--- config.mk ---
export PLATFORM = sky130hd
export DESIGN_NAME = eeprom_page_buf
export DESIGN_NICKNAME = d
export VERILOG_FILES = /design/src/rtl/eeprom_page_buf.sv
export SDC_FILE = /design/constraint.sdc
export NUM_CORES = 2
export LEC_CHECK = 0
export BUFFER_PORTS_ARGS = -buffer_cell sky130_fd_sc_hd__buf_2
export CORE_UTILIZATION = 40
export CTS_BUF_LIST = sky130_fd_sc_hd__clkbuf_4
export CTS_CLUSTER_SIZE = 24
export DETAILED_ROUTE_END_ITERATION = 12
export PLACE_DENSITY = 0.61
export SYNTH_ARGS = -nofsm -noshare
export SYNTH_HDL_FRONTEND = slang
export SYNTH_SLANG_ARGS = --single-unit
--- constraint.sdc ---
create_clock -name clk -period 6.9 [get_ports clk]
set_clock_uncertainty 0.05 [all_clocks]
set_input_delay 0.69 -clock clk [delete_from_list [all_inputs] [get_ports clk]]
set_output_delay 0.69 -clock clk [all_outputs]
set_load 0.02 [all_outputs]
--- src/rtl/eeprom_page_buf.sv ---
module eeprom_page_buf #(
    parameter int PAGE_BYTES = 256,
    localparam int PG_W = $clog2(PAGE_BYTES)
) (
    input  logic            clk,
    input  logic            rst_n,
    input  logic            clr,
    input  logic            wr_en,
    input  logic [PG_W-1:0] wr_idx,
    input  logic [7:0]      wr_data,
    input  logic [PG_W-1:0] rd_idx,
    output logic [7:0]      rd_data,
    output logic            rd_valid
);
    logic [PAGE_BYTES-1:0] mask_q;
    logic [7:0]            data_q [PAGE_BYTES];

    // valid bit per page slot; clear wins
    always_ff @(posedge clk or negedge rst_n) begin
        if (!rst_n) begin
            mask_q <= '0;
        end else if (clr) begin
            mask_q <= '0;
        end else if (wr_en) begin
            mask_q[wr_idx] <= 1'b1;
        end
    end

    always_ff @(posedge clk) begin
        if (wr_en) begin
            data_q[wr_idx] <= wr_data;
        end
    end

    assign rd_data  = data_q[rd_idx];
    assign rd_valid = mask_q[rd_idx];
endmodule

# After elaboration in Yosys (flattened, before gate mapping)
# Memory sizes are Yosys's and may differ from the RTL's.
# Index checks and enable logic that the tools add are counted.
# totals
regBits	256
mem_bits_rw	2048
output_inout_bits	9
wordCells	16
n_memories	1
# memory_table
memory	depth	width	read_ports	rd_ports_with_merged_regs	wr	line	source
data_q	256	8	1	0	1	16	logic [7:0] data_q [PAGE_BYTES];
# classes
order_cmp	3
n_mux	8
bitwise	1
reduce_logical	2
# op_table
operator	count
$mux W256	2
$or A256 B256 Y256	1
$lt A8 B9 Y1 const B	2
$bmux W1 S8	1
$demux W1 S8	1
$ge A8 B1 Y1 const B	1
$mux W1	4
$reduce_bool A2 Y1	1
$logic_and A1 B1 Y1	1

# Depth between registers and ports, before layout
# depth
word_depth	7
ltp_mapped	11

# Least setup slack after synthesis
# No wires, ideal clock.
# synth_path
path_kind	input-to-output
start	input rd_idx[2]
end	output rd_data[4]
t_arrival_ns	2.695
required_time_ns	6.160
setup_slack_ns	3.465
cell_stages	9
cell_sequence	buf_4 -> nor2b_1 -> buf_2 -> clkbuf_1 -> clkbuf_1 -> a22oi_1 -> a21oi_1 -> nor3_1 -> nor4_1
# synth_via
elab_chain_cells	1
# synth_lines
item	line	source
from (decl)	11	input logic [PG_W-1:0] rd_idx,
$mem_v2 Z256 W8	-	
to (decl)	12	output logic [7:0] rd_data,
# Every way passes these cells.

# Worst setup path after layout
# layout_path
start	input rd_idx[0]
end	output rd_data[0]
# Same word-level chain as after synthesis.

==> flow_summary.rst <==
.. list-table::
   :header-rows: 1

   * - Metric
     - Value
   * - Outcome
     - finished clean
   * - Count of unresolved DRC violations after routing
     - 0
   * - CTS tree
     - built
   * - TritonCTS Buffers
     - 605
   * - HPWL after DPL
     - 146.6 mm
   * - Post-synthesis net count
     - 4671
   * - Number of logic stages on the critical path including buffering
     - 9
   * - Gr usage total
     - 21.52%
   * - Initial Util
     - 40.32%
   * - First-pass GRT wire length
     - 348.3 mm
   * - Largest net degree at the start of global routing
     - 153
   * - FILL cells
     - 19.24k
   * - Required time reported for the critical path endpoint
     - 6.16 ns
   * - Worst hold-check path type
     - input port to flop
   * - Category of the worst setup path capture point
     - primary output
   * - Clock transition time at the flip-flop clock pins of the worst setup and hold paths
     - 0.07 ns
   * - Post-synthesis average cell area
     - 19.32 µm²
   * - Setup violation total in the final timing report
     - 0
   * - Number of cells traversed by the worst hold path
     - 2
   * - Total Routed Length
     - 243.2 mm
   * - Core outline area
     - 222500 µm²
   * - Aggregate negative setup slack
     - 0 ns
   * - Detailed-route via count
     - 48.55k
   * - I/O Pins
     - 37
   * - DRT antenna net count
     - 0
   * - Setup repair after global routing missed its margin
     - no
   * - Maximum net fanout on the critical path
     - 57
   * - Crit path launch type
     - input port
   * - Start-to-end type of the worst setup path
     - input port to primary output
   * - Met1 routed wirelength after detailed routing
     - 99.78 mm
   * - Routed length on met3
     - 22.90 mm
   * - Max-slew headroom at the worst pin
     - 6.824%
   * - Post-CTS sizing
     - 0
   * - Routed wire length on met2
     - 113.7 mm
   * - Final worst path period need
     - 6.200 ns
   * - Worst-case reg-to-reg path depth
     - 2
   * - Clk root buf
     - sky130_fd_sc_hd__clkbuf_4
   * - Worst slew pin tran
     - 1.385 ns
   * - Num Clock Sinks
     - 2304
   * - Leading cell type in the layout, fill and taps excluded
     - sky130_fd_sc_hd__edfxtp_1
   * - Hold Buf Count CTS
     - 16
   * - Number of buffers and inverters on the critical path
     - 4
   * - Via count of the first global-routing pass
     - 48.67k
   * - Number of flip-flops and latches in the synthesized netlist
     - 2304
   * - Area growth, synth to finish
     - 12.89%
   * - Gate count of the mapped netlist
     - 4643
   * - Count of cell types in the netlist
     - 58
   * - Seq/Total Area, Yosys
     - 75.68%
   * - Part of the cycle the worst path needs
     - 89.86%
   * - Most used cells in the layout excluding fill and tap cells
     - sky130_fd_sc_hd__edfxtp_1 (2048), sky130_fd_sc_hd__clkbuf_4 (963), sky130_fd_sc_hd__nor2_1 (727), sky130_fd_sc_hd__mux4_2 (500), sky130_fd_sc_hd__dfrtp_1 (256)
   * - Endpoints failing hold
     - 0
   * - Vias per cell
     - 5.657
   * - Ratio of cells with drive above 1 in the final layout
     - 30.84%
   * - CTS H-tree lvls
     - 6
   * - Worst setup slack before clock tree synthesis
     - 0.7386 ns
   * - Delay of the slowest critical-path stage
     - 0.89 ns
   * - Max Buffers Root-to-Sink
     - 4
   * - Drt initial violations
     - 5614
   * - Fin nets
     - 5158
   * - Max-slew violation count
     - 0
   * - Detailed Routing Iterations Pass 1
     - 6
   * - Power Density
     - 285.1 nW/µm²
   * - Highest routing layer actually used
     - met5
   * - Row count
     - 173
   * - Static leakage
     - 33.59 nW
   * - Die height
     - 475.6 µm
   * - Yosys top cell by area
     - sky130_fd_sc_hd__edfxtp_1
   * - Highest attainable clock frequency
     - 161.3 MHz
   * - Total setup buffers inserted after CTS
     - 0
   * - Slowest CP cell
     - sky130_fd_sc_hd__a221oi_1
   * - Smallest setup slack after layout
     - 0.6998 ns
   * - Ranking of synthesized cells by area
     - sky130_fd_sc_hd__edfxtp_1 (69%), sky130_fd_sc_hd__mux4_2 (13%), sky130_fd_sc_hd__dfrtp_1 (7.1%)
   * - Clock latency at the later pin of the worst-skew pair
     - 1.35 ns
   * - Data arrival at the endpoint of the critical path
     - 5.46 ns
   * - Cell class contributing the biggest share of worst-path delay
     - buffers and inverters
   * - Count of flip-flops with a built-in enable after synthesis
     - 2048
   * - Reported max-cap violation count
     - 0
   * - Share of synthesized flip-flops with an asynchronous set or reset
     - 11.11%
   * - Share of Yosys cell area claimed by the top area cell type
     - 68.54%
   * - Worst ir drop on vdd
     - 0.2279 mV
   * - Initial antenna violation count
     - 24
   * - Final global-route overflow total
     - 0
   * - Post-synth top flop
     - sky130_fd_sc_hd__edfxtp_1
   * - Horiz. Die Dim
     - 475.6 µm
   * - DIE AREA
     - 226200 µm²
   * - Number of warnings printed during yosys synthesis
     - 0
   * - Number of buffers inserted by port buffering
     - 36
   * - Cell area after synthesis
     - 89720 µm²
   * - Gp weighted congestion
     - 0.9175
   * - Cells along the critical path
     - buf_8 -> buf_12 -> buf_4 -> mux4_2 -> a221oi_1 -> o32ai_1 -> nor3_1 -> nor4b_2 -> buf_2
   * - Average routed wire per standard cell
     - 28.34 µm
==> metrics by stage <==
stage	hold WS (ns)	std cells	util [%]	instance area, µm²	total power [W]
after floorplan	0.3444	4643	-	89720	0.01627
after global placement	0.4223	7482	41.87	93160	0.01696
after detailed placement	0.4322	7482	41.87	93160	0.01698
after CTS	0.1979	8561	45.50	101200	0.02910
after global routing	0.2055	8578	45.52	101300	0.02988
final	0.2750	8582	45.52	101300	0.02888
==> power by group <==
part	internal [W]	switching (W)
Combinational	0.000450	0.00102
Sequential	0.0152	0.00000715
Clock	0.00667	0.00551
==> worst paths after layout <==
check	startpoint	to	slack, ns
min in group asynchronous	rst_n	mask_q[144]	0.54
min	wr_data[7]	data_q[133][7]	0.28
max in group asynchronous	rst_n	mask_q[234]	5.20
min reg2reg	mask_q[59]	mask_q[59]	0.44
max reg2reg	mask_q[251]	mask_q[251]	6.10
max	rd_idx[0]	rd_data[0]	0.70
==> final cells by class <==
type	instances	area [µm²]	area share (%)
timing repair buffer	160	1474	1.455
clock inverter	100	665.6	0.6572
inverter	4	15.01	0.01482
clock buffer	963	7229	7.137
antenna	21	52.55	0.05188
multi-input combinational	2055	20230	19.97
sequential	2304	67910	67.04
tap	2975	3722	3.675
==> sequential cells by signal, indices dropped and copies added, names as in the netlist <==
name and count:
data_q 2048, mask_q 256
==> kinds of logic (layout without fill, tap and decap cells) <==
group	count (synthesis)	in the layout	share of synthesized area (%)
flip-flops	2304	2304	75.68
AND/OR/NAND/NOR	906	906	4.210
other	0	21	0
multiplexers	647	647	14.22
AO/OA/AOI/OAI	502	502	4.047
buffers and inverters	284	1227	1.845
==> per-layer routing <==
metal	GRT usage (%)	vias to the layer above
met5	0	-
met4	7.593	8
met3	5.174	405
met2	32.58	2516
met1	30.39	25420
li1	-	20200
==> cell usage after synthesis (3+ instances only) <==
library cell and instances:
sky130_fd_sc_hd__o221ai_1 62, sky130_fd_sc_hd__buf_4 31, sky130_fd_sc_hd__mux2_2 19, sky130_fd_sc_hd__o31ai_1 6, sky130_fd_sc_hd__buf_6 22, sky130_fd_sc_hd__a31oi_1 3
sky130_fd_sc_hd__nand2b_1 10, sky130_fd_sc_hd__edfxtp_1 2048, sky130_fd_sc_hd__o21ai_0 19, sky130_fd_sc_hd__nor4b_2 5, sky130_fd_sc_hd__nor4_1 22, sky130_fd_sc_hd__clkbuf_1 162
sky130_fd_sc_hd__a22oi_1 155, sky130_fd_sc_hd__a221oi_1 23, sky130_fd_sc_hd__buf_8 9, sky130_fd_sc_hd__a211oi_1 15, sky130_fd_sc_hd__and2_1 3, sky130_fd_sc_hd__nor2_1 730
sky130_fd_sc_hd__or2_2 7, sky130_fd_sc_hd__nand2_1 37, sky130_fd_sc_hd__a21oi_1 104, sky130_fd_sc_hd__o32ai_1 7, sky130_fd_sc_hd__nand4_1 9, sky130_fd_sc_hd__o22ai_1 43
sky130_fd_sc_hd__buf_1 11, sky130_fd_sc_hd__nor2b_1 21, sky130_fd_sc_hd__o21ba_2 30, sky130_fd_sc_hd__nand3_1 27, sky130_fd_sc_hd__dfrtp_1 256, sky130_fd_sc_hd__mux4_2 500
sky130_fd_sc_hd__buf_12 10, sky130_fd_sc_hd__inv_1 3, sky130_fd_sc_hd__mux2i_1 128, sky130_fd_sc_hd__nor3_1 19, sky130_fd_sc_hd__and3b_1 3, sky130_fd_sc_hd__o21ai_1 3
sky130_fd_sc_hd__a22o_1 24, sky130_fd_sc_hd__buf_2 35
Power figures use the tool's default switching activity.
